==> config.mk <==
export PLATFORM = sky130hd
export DESIGN_NAME = cycle_sync_arbiter
export DESIGN_NICKNAME = d
export VERILOG_FILES = /design/src/rtl/sa_pkg.sv /design/src/rtl/sa_sync_edge.sv /design/src/rtl/sa_lock_ctrl.sv /design/src/rtl/sa_sync_out_gen.sv /design/src/rtl/sa_delay.sv /design/src/rtl/cycle_sync_arbiter.sv
export SDC_FILE = /design/constraint.sdc
export NUM_CORES = 1
export LEC_CHECK = 0
export ABC_AREA = 1
export ABC_CLOCK_PERIOD_IN_PS = 1400
export CAP_MARGIN = 20
export CORE_MARGIN = 3
export CORE_UTILIZATION = 44
export DETAILED_ROUTE_END_ITERATION = 6
export DONT_BUFFER_PORTS = 1
export SKIP_CTS_REPAIR_TIMING = 1
export SYNTH_ARGS = -nofsm -noshare
export SYNTH_HDL_FRONTEND = slang
export SYNTH_SLANG_ARGS = --single-unit
export TNS_END_PERCENT = 100
==> constraint.sdc <==
create_clock -name clk -period 1.4 [get_ports clk]
set_clock_uncertainty 0.05 [all_clocks]
set_input_delay 0.07 -clock clk [delete_from_list [all_inputs] [get_ports clk]]
set_output_delay 0.07 -clock clk [all_outputs]
set_load 0.01 [all_outputs]
==> src/rtl/sa_pkg.sv <==
// Shared types for the sync arbitration unit.
// Assumes: nothing beyond IEEE 1800-2017.
package sa_pkg;
    // Which source currently paces the switching period
    typedef enum logic {
        SRC_INTERNAL = 1'b0,
        SRC_EXTERNAL = 1'b1
    } pace_src_e;
endpackage

==> src/rtl/sa_sync_edge.sv <==
// Multi-flop synchronizer for an asynchronous level, with rising-edge
// detection taken from the synchronized level.
// Assumes: STAGES >= 2; async_in may change at any time.
module sa_sync_edge #(
    parameter int STAGES = 2
) (
    input  logic clk,
    input  logic rst_n,
    input  logic async_in,
    output logic level,
    output logic rise
);
    logic [STAGES-1:0] pipe_q;
    logic              last_q;

    // Shift the raw input through the synchronizer, keep previous level
    always_ff @(posedge clk) begin
        if (!rst_n) begin
            pipe_q <= '0;
            last_q <= 1'b0;
        end else begin
            pipe_q <= {pipe_q[STAGES-2:0], async_in};
            last_q <= pipe_q[STAGES-1];
        end
    end

    assign level = pipe_q[STAGES-1];
    assign rise  = pipe_q[STAGES-1] & ~last_q;
endmodule

==> src/rtl/sa_lock_ctrl.sv <==
// Chooses the period source. Accepted external edges start a period and
// lock the block; a missing edge within TMO cycles releases the lock.
// Assumes: rise is a single-cycle strobe in the clk domain; TMO >= 2.
module sa_lock_ctrl
    import sa_pkg::*;
#(
    parameter int TMO = 130
) (
    input  logic clk,
    input  logic rst_n,
    input  logic rise,
    input  logic int_tick,
    input  logic ss_done,
    input  logic transient,
    output logic cyc_start,
    output logic locked,
    output logic hold
);
    localparam int TW = $clog2(TMO + 1);
    localparam logic [TW-1:0] TLAST = TW'(TMO - 1);

    pace_src_e       src_q;
    logic [TW-1:0]   tmo_q;
    logic            allow;
    logic            accept;

    assign allow  = ss_done & ~transient;
    assign accept = rise & allow;
    assign locked = (src_q == SRC_EXTERNAL);
    assign hold   = locked | accept | ~allow;

    // Track source selection and the reassertion window
    always_ff @(posedge clk) begin
        if (!rst_n) begin
            src_q <= SRC_INTERNAL;
            tmo_q <= '0;
        end else if (!allow) begin
            src_q <= SRC_INTERNAL;
            tmo_q <= '0;
        end else if (accept) begin
            src_q <= SRC_EXTERNAL;
            tmo_q <= '0;
        end else if (src_q == SRC_EXTERNAL) begin
            if (tmo_q == TLAST) begin
                src_q <= SRC_INTERNAL;
                tmo_q <= '0;
            end else begin
                tmo_q <= tmo_q + 1'b1;
            end
        end
    end

    // Register the chosen period-start strobe
    always_ff @(posedge clk) begin
        if (!rst_n) cyc_start <= 1'b0;
        else        cyc_start <= accept | (int_tick & ~locked);
    end
endmodule

==> src/rtl/sa_sync_out_gen.sv <==
// Builds the daisy-chain sync output: low at each internal tick, high
// half a measured period later; forced low while hold is asserted.
// Assumes: int_tick is a single-cycle strobe; periods fit in PW bits.
module sa_sync_out_gen #(
    parameter int PW = 10
) (
    input  logic clk,
    input  logic rst_n,
    input  logic int_tick,
    input  logic hold,
    output logic sync_out
);
    localparam logic [PW-1:0] PMAX = '1;

    logic [PW-1:0] ph_q;
    logic [PW-1:0] per_q;

    // Measure cycles since the last tick and latch the last period
    always_ff @(posedge clk) begin
        if (!rst_n) begin
            ph_q  <= '0;
            per_q <= '0;
        end else if (int_tick) begin
            ph_q  <= PW'(1);
            per_q <= ph_q;
        end else if (ph_q != PMAX) begin
            ph_q  <= ph_q + 1'b1;
        end
    end

    // Drive the square wave level
    always_ff @(posedge clk) begin
        if (!rst_n)
            sync_out <= 1'b0;
        else if (hold || int_tick)
            sync_out <= 1'b0;
        else if ((per_q != '0) && (ph_q == (per_q >> 1)))
            sync_out <= 1'b1;
    end
endmodule

==> src/rtl/sa_delay.sv <==
// Fixed delay of a strobe by DLY clock cycles (DLY = 0 passes through).
// Assumes: DLY is small enough for a shift register.
module sa_delay #(
    parameter int DLY = 18
) (
    input  logic clk,
    input  logic rst_n,
    input  logic d,
    output logic q
);
    generate
        if (DLY == 0) begin : g_pass
            assign q = d;
        end else if (DLY == 1) begin : g_one
            logic r_q;
            // Single-stage delay
            always_ff @(posedge clk) begin
                if (!rst_n) r_q <= 1'b0;
                else        r_q <= d;
            end
            assign q = r_q;
        end else begin : g_shift
            logic [DLY-1:0] sr_q;
            // Shift the strobe along the delay line
            always_ff @(posedge clk) begin
                if (!rst_n) sr_q <= '0;
                else        sr_q <= {sr_q[DLY-2:0], d};
            end
            assign q = sr_q[DLY-1];
        end
    endgenerate
endmodule

==> src/rtl/cycle_sync_arbiter.sv <==
// Top of the sync arbitration unit: synchronizes the external sync input,
// selects the period source, generates the daisy-chain output, the
// switch-node strobes and the strap decode.
// Assumes: all inputs except sync_in are synchronous to clk.
module cycle_sync_arbiter #(
    parameter int SYNC_STAGES  = 2,
    parameter int REASSERT_CYC = 130,
    parameter int BUCK_DLY     = 18,
    parameter int BOOST_DLY    = 70,
    parameter int PERIOD_W     = 10
) (
    input  logic clk,
    input  logic rst_n,
    input  logic int_tick,
    input  logic sync_in,
    input  logic ss_done,
    input  logic transient,
    input  logic tmr_pin_lo,
    output logic cyc_start,
    output logic ext_locked,
    output logic sync_out,
    output logic buck_on,
    output logic boost_off,
    output logic debug_mode,
    output logic strap_fault
);
    logic sync_lvl;
    logic sync_rise;
    logic out_hold;

    sa_sync_edge #(.STAGES(SYNC_STAGES)) u_sync (
        .clk(clk), .rst_n(rst_n), .async_in(sync_in),
        .level(sync_lvl), .rise(sync_rise)
    );

    sa_lock_ctrl #(.TMO(REASSERT_CYC)) u_lock (
        .clk(clk), .rst_n(rst_n), .rise(sync_rise), .int_tick(int_tick),
        .ss_done(ss_done), .transient(transient),
        .cyc_start(cyc_start), .locked(ext_locked), .hold(out_hold)
    );

    sa_sync_out_gen #(.PW(PERIOD_W)) u_sout (
        .clk(clk), .rst_n(rst_n), .int_tick(int_tick),
        .hold(out_hold), .sync_out(sync_out)
    );

    sa_delay #(.DLY(BUCK_DLY)) u_buck_dly (
        .clk(clk), .rst_n(rst_n), .d(cyc_start), .q(buck_on)
    );

    sa_delay #(.DLY(BOOST_DLY)) u_boost_dly (
        .clk(clk), .rst_n(rst_n), .d(cyc_start), .q(boost_off)
    );

    // Decode the strap pins into debug request or fault
    always_ff @(posedge clk) begin
        if (!rst_n) begin
            debug_mode  <= 1'b0;
            strap_fault <= 1'b0;
        end else begin
            debug_mode  <= tmr_pin_lo & sync_lvl;
            strap_fault <= tmr_pin_lo & ~sync_lvl;
        end
    end
endmodule

==> results of run 1 <==
per-stage QoR:
stage / hold WS, ns / TNS, ns / setup WS (ns) / instances
5_1_grt: 0.006836 / -0.007295 / -0.007295 / 595
6_report: 0.005009 / 0 / 0.05611 / 595
4_1_cts: -0.2799 / 0 / 0.1068 / 567
2_1_floorplan: 0.1176 / 0 / 0.09651 / 459
3_5_place_dp: 0.1139 / 0 / 0.1320 / 552
3_3_place_gp: 0.1126 / 0 / 0.1447 / 552
layout make-up:
class / count / area (um^2)
fillers: 734 / 3646
flip-flops and latches: 106 / 2122
multi-input cells: 232 / 1104
inverters: 109 / 409.1
repair buffers: 31 / 320.3
well taps: 102 / 127.6
clock buffers: 9 / 123.9
clock inverters: 6 / 75.07
path summary, 6_finish.rpt:
path | slack (ns) | end | cells after the start
setup reg to reg | 0.06 | u_sout.per_q[5] | 3
hold / removal | 0.005 | u_boost_dly.g_shift.sr_q[61] | 3
hold reg to reg | 0.37 | u_boost_dly.g_shift.sr_q[45] | 2
setup / recovery | 0.06 | u_sout.per_q[5] | 3
kinds of logic after synthesis:
group	after synthesis
and+or+nand+nor	177
DFF	106
xor gates and xnor gates	7
AOI/OAI and AO/OA	45
buffers and inverters	121
adders and majority gates	3
sequential cells by signal, summed over array words and instances (netlist names):
signal,cells
u_boost_dly.g_shift.sr_q,53
u_buck_dly.g_shift.sr_q,17
u_sout.per_q,10
u_sout.ph_q,10
u_lock.tmo_q,8
u_sync.pipe_q,2
debug_mode,1
strap_fault,1
u_lock.cyc_start,1
u_lock.locked,1
u_sout.sync_out,1
u_sync.last_q,1
critical path: cells and delay by family (launching register included):
kind	cells	cell delay (ns)
AOI/OAI and AO/OA	1	0.10
DFF	1	0.34
buffers and inverters	2	0.76
routing by layer:
layer,vias to the layer above,global-route usage [%],routed length (um)
met4,0,5.431,102
met3,11,2.943,217
met5,-,0,0
li1,1409,-,-
met2,39,18.29,2647
met1,1162,17.19,3117
power groups by stage:
stage	Clock, mW	Sequential [mW]	Combinational (mW)
2_1_floorplan	0	3.13	0.124
6_report	1.86	3.07	0.173
5_1_grt	2.04	3.07	0.198
4_1_cts	1.94	3.07	0.117
3_5_place_dp	0	3.14	0.117
3_3_place_gp	0	3.14	0.116
placed cells by master (no fill, tap or decap), drive strengths merged:
cell type / count
nor3b: 1
clkbuf: 9
nand3: 11
xor2: 5
nor2: 29
and2: 1
ha: 3
dfxtp: 106
o21ai: 18
nor3: 3
dlygate4sd3: 27
inv: 111
nand3b: 1
xnor2: 2
buf: 4
a21oi: 22
clkinvlp: 3
bufinv: 1
a31oi: 3
o21a: 1
nand4: 6
o21bai: 1
nand2: 125
==> reports/results.ini, run 1 <==
[logic_synthesis]
synth_simple_gate_area_share_pct = 20.41
ys_ff_latch = 106
synthCells = 459
synth_area_leaders = dfxtp_1 58%, nand2_1 13%, inv_1 11%, nor2_1 2.8%, a21oi_1 2.7%
ys_async_sr_fraction_pct = 0
synth_ff_type = dfxtp_1
synth_cell_type_count = 27
syn_area_um2 = 3679
synth_compound_area_share_pct = 6.565
synth_top_family_by_area = simple AND/OR/NAND/NOR gates
synth_nets = 469
synth_seq_area_share_pct = 57.69
yosys.cell_count.top_type = nand2_1
synth.top_cell.area_share_pct = 57.69
synth_fa_ha_area_share_pct = 1.020
synth.area.mux_share_pct = 0
yosys.area.top_type = dfxtp_1
synth_warnings = 0
avgSynthCellArea_um2 = 8.014
synthXorXnorAreaFrac_pct = 1.667
synth_common_cells = 123 x nand2_1, 108 x inv_1, 106 x dfxtp_1, 27 x nor2_1, 20 x a21oi_1
synth-edff-count = 0

[timing]
hold_viol_final = 0
slew_viol_final = 0
setup_viol = 0
worst-slew-pin-transition_ns = 0.4514
period_needed_ns = 1.344
fmax_mhz = 744.1
finalCritPeriodShare_pct = 95.99
relSlewSlack_pct = 69.81

[layout]
drive_gt1_share_pct = 6.288
syn2layout_area_growth_pct = 16.39
nets = 499
fin_area_um2 = 4282
post-route-util_pct = 54.01
antenna_cells = 0

[pwr]
peakVddDrop_mv = 0.7011
p_int_mw = 3.955
combPwrFrac_pct = 3.4
power.density_nw_per_um2 = 1190
clockPowerShare_pct = 36.5
switching_share_pct = 22.39
power_mw = 5.097
p_seq_share_pct = 60.2
power.switching_mw = 1.141
p_leak_nw = 2.221

[route]
first_pass_iters = 4
dr.first_iter.drc_count = 108
ant_nets = 0
totalWireLength_mm = 6.085
vias_per_cell = 4.405
num_vias = 2621
wl_per_cell_um = 10.23
drc = 0

[die]
fp.dieW_um = 97.44
core_area_um2 = 7928
io_pins = 14
start_util_pct = 46.40
die_y_um = 97.44
rows = 32
dieArea_um2 = 9494

[hold_path]
holdCritPathClass = in2reg
holdCritStartpoint = rst_n

[clock_network]
clkTransAtPathRegs_ns = 0.10
root_buffer = clkbuf_8
htreeDepth = 3
clock-sinks = 106
cts_tree = built
clock_insertion_delay_worst_skew_ns = 0.35
clock_path_buffers = 2
cts_buffers = 9

[global_route]
grt_usage_pct = 12.37
grt_max_degree = 86
grt_pass1_wl_mm = 9.742
grt_pass1_vias = 2173
antenna_found_initial = 0
overflow = 0

[critical_path]
start_kind = flop
cpPeakStageDelay_ns = 0.55
rr_startpoint = u_sout.ph_q[5]
cp-end-kind = flop
cp_cell_sequence = inv_1, a21oi_1, dlygate4sd3_1
worst_path_max_delay_cell = dlygate4sd3_1
path_class = reg2reg
cp-startpoint = u_sout.ph_q[5]
timing.critical_path.fanout_max = 5
worstPathRequired_ns = 1.60
arrival_ns = 1.54

[placement]
place_congestion = 0.8500
port_buffers = 0
dp_hpwl_mm = 3.739
dpl-instance-area_um2 = 3772

[job]
max_cap_viol_count = 0

[status]
outcome = finished clean

(Power assumes the default switching activity.)
==> run 2: changes to the inputs <==
- CORE_UTILIZATION: 44 -> 27
==> reports/results.ini, run 2 (same netlist as run 1, synthesis figures left out) <==
[die]
dieArea_um2 = 15060  ; +59%
fp.dieW_um = 122.7  ; +26%
rows = 42  ; +31%
die_y_um = 122.7  ; +26%
io_pins = 14  ; unchanged
start_util_pct = 27.67  ; -19 points
core_area_um2 = 13300  ; +68%

[placement]
dp_hpwl_mm = 3.833  ; +2.5%
place_congestion = 0.8017  ; -5.7%
port_buffers = 0  ; unchanged
dpl.cell_count = 626  ; +13%

[global_route]
grt_max_degree = 86  ; unchanged
grt_pass1_wl_mm = 10.17  ; +4.4%
antenna_found_initial = 0  ; unchanged
grt_pass1_vias = 2303  ; +6.0%
grt_usage_pct = 8.408  ; -4.0 points
overflow = 0  ; unchanged

[timing]
worst-slew-pin-transition_ns = 0.4610  ; +0.009551 ns
fmax_mhz = 759.2  ; +2.0%
fin_tns_setup_ns = 0  ; unchanged
period_needed_ns = 1.317  ; -0.02679 ns
rsz0062_at_grt = false
hold_viol_final = 0  ; unchanged
setup_viol = 0  ; unchanged
relSlewSlack_pct = 69.17  ; -0.64 points
slew_viol_final = 0  ; unchanged
finalCritPeriodShare_pct = 94.08  ; -1.9 points

[route]
ant_nets = 0  ; unchanged
num_vias = 2658  ; +1.4%
totalWireLength_mm = 6.384  ; +4.9%
first_pass_iters = 4  ; unchanged
drc = 0  ; unchanged
wl_per_cell_um = 9.500  ; -7.1%
dr.first_iter.drc_count = 94  ; -13%
vias_per_cell = 3.955  ; -10%

[critical_path]
cp-end-kind = flop
start_kind = flop
arrival_ns = 1.56  ; +0.02 ns
timing.critical_path.fanout_max = 5  ; unchanged
worstPathRequired_ns = 1.64  ; +0.04 ns
path_class = reg2reg

[layout]
final_cell_mix = 123 x nand2_1, 108 x inv_1, 105 x dfxtp_1
nets = 501  ; +0.40%
syn2layout_area_growth_pct = 22.11
instances_no_fill = 672  ; +13%
register_area_um2 = 2123  ; about the same
multi_input_area_um2 = 1101  ; -0.23%
reg_top3 = u_boost_dly.g_shift.sr_q x53, u_buck_dly.g_shift.sr_q x17
antenna_cells = 0  ; unchanged
largest_register = u_boost_dly.g_shift.sr_q
largest_reg_flops = 53  ; unchanged
post-route-util_pct = 33.79  ; -20 points
drive_gt1_share_pct = 6.653  ; +0.37 points
fillers = 1365  ; +86%
mostFrequentLayoutCell = nand2_1

[pwr]
p_int_mw = 4.371  ; +11%
p_leak_nw = 2.284  ; +2.8%
combPwrFrac_pct = 3.1  ; -0.3 points
switching_share_pct = 22.77  ; +0.38 points
power_mw = 5.660  ; +11%
power.density_nw_per_um2 = 1260  ; +5.9%
peakVddDrop_mv = 0.5668  ; -19%
clockPowerShare_pct = 42.8  ; +6.3 points
p_seq_share_pct = 54.1  ; -6.1 points
power.switching_mw = 1.289  ; +13%

[hold_path]
holdCritPathClass = in2reg

[clock_network]
cts_buffers = 9  ; unchanged
cts_tree = built
root_buffer = clkbuf_16
clock-sinks = 106  ; unchanged
clock_insertion_delay_worst_skew_ns = 0.34  ; about the same
clock_path_buffers = 2  ; unchanged
htreeDepth = 3  ; unchanged
clkTransAtPathRegs_ns = 0.07  ; -0.03 ns

[status]
outcome = finished clean

[job]
max_cap_viol_count = 0  ; unchanged

==> run 2: changes by cell type in the layout (fill, tap and decap cells not counted), moves of 2 or more <==
cell,change
inv_8,-2
inv_6,+3
clkbuf_8,-9
clkbuf_16,+9
dlygate4sd3_1,+2
clkinv_8,+2
clkinvlp_4,-3
==> run 2: path summary, 6_finish.rpt <==
path                                 from                            to  slack (ns)  depth (start not counted)
max                        u_sout.ph_q[1]               u_sout.per_q[1]        0.08                          4
min                                 rst_n  u_boost_dly.g_shift.sr_q[68]       0.009                          3
max reg2reg                u_sout.ph_q[1]               u_sout.per_q[1]        0.08                          4
min reg2reg  u_boost_dly.g_shift.sr_q[47]  u_boost_dly.g_shift.sr_q[48]        0.36                          2
==> run 2: power by group through the flow <==
stage	Clock [mW]	Combinational (mW)	Sequential, mW
6_report	2.42	0.175	3.06
5_1_grt	2.61	0.203	3.07
4_1_cts	2.51	0.117	3.06
3_5_place_dp	0	0.116	3.14
3_3_place_gp	0	0.115	3.13
2_1_floorplan	0	0.124	3.13
==> run 2: layer usage <==
| layer | wire length (um) | global-route usage, % | up-vias | part of all wire [%] |
|---|---|---|---|---|
| met1 | 3094 | 10.23 | 1196 | 48 |
| met4 | 135 | 4.619 | 0 | 2.1 |
| met5 | 0 | 0 | - | 0 |
| li1 | - | - | 1418 | - |
| met3 | 257 | 2.258 | 10 | 4.0 |
| met2 | 2896 | 13.46 | 34 | 45 |
==> run 2: final cells by class <==
class / instances / area share (%)
sequential: 106 / 47.27
multi-input combinational: 232 / 24.51
inverter: 109 / 9.109
timing repair buffer: 33 / 7.577
clock buffer: 9 / 5.014
tap: 176 / 4.903
clock inverter: 7 / 1.616
==> run 2: worst max-delay path, cell delays in order (launching register included) <==
cell           delay [ns]
dfxtp_1              0.34
buf_4                0.14
inv_1                0.05
a21oi_1              0.12
dlygate4sd3_1        0.55
==> run 2: per-stage QoR <==
step                      cell area (um^2)  hold WS (ns)  setup WS (ns)
after floorplan                       3679        0.1176        0.09651
after global placement                3865        0.1130         0.1377
after detailed placement              3865        0.1155        0.09669
after CTS                             4163       -0.2531        0.08202
after global routing                  4492       0.03528      0.0006334
final                                 4492      0.008529        0.08289
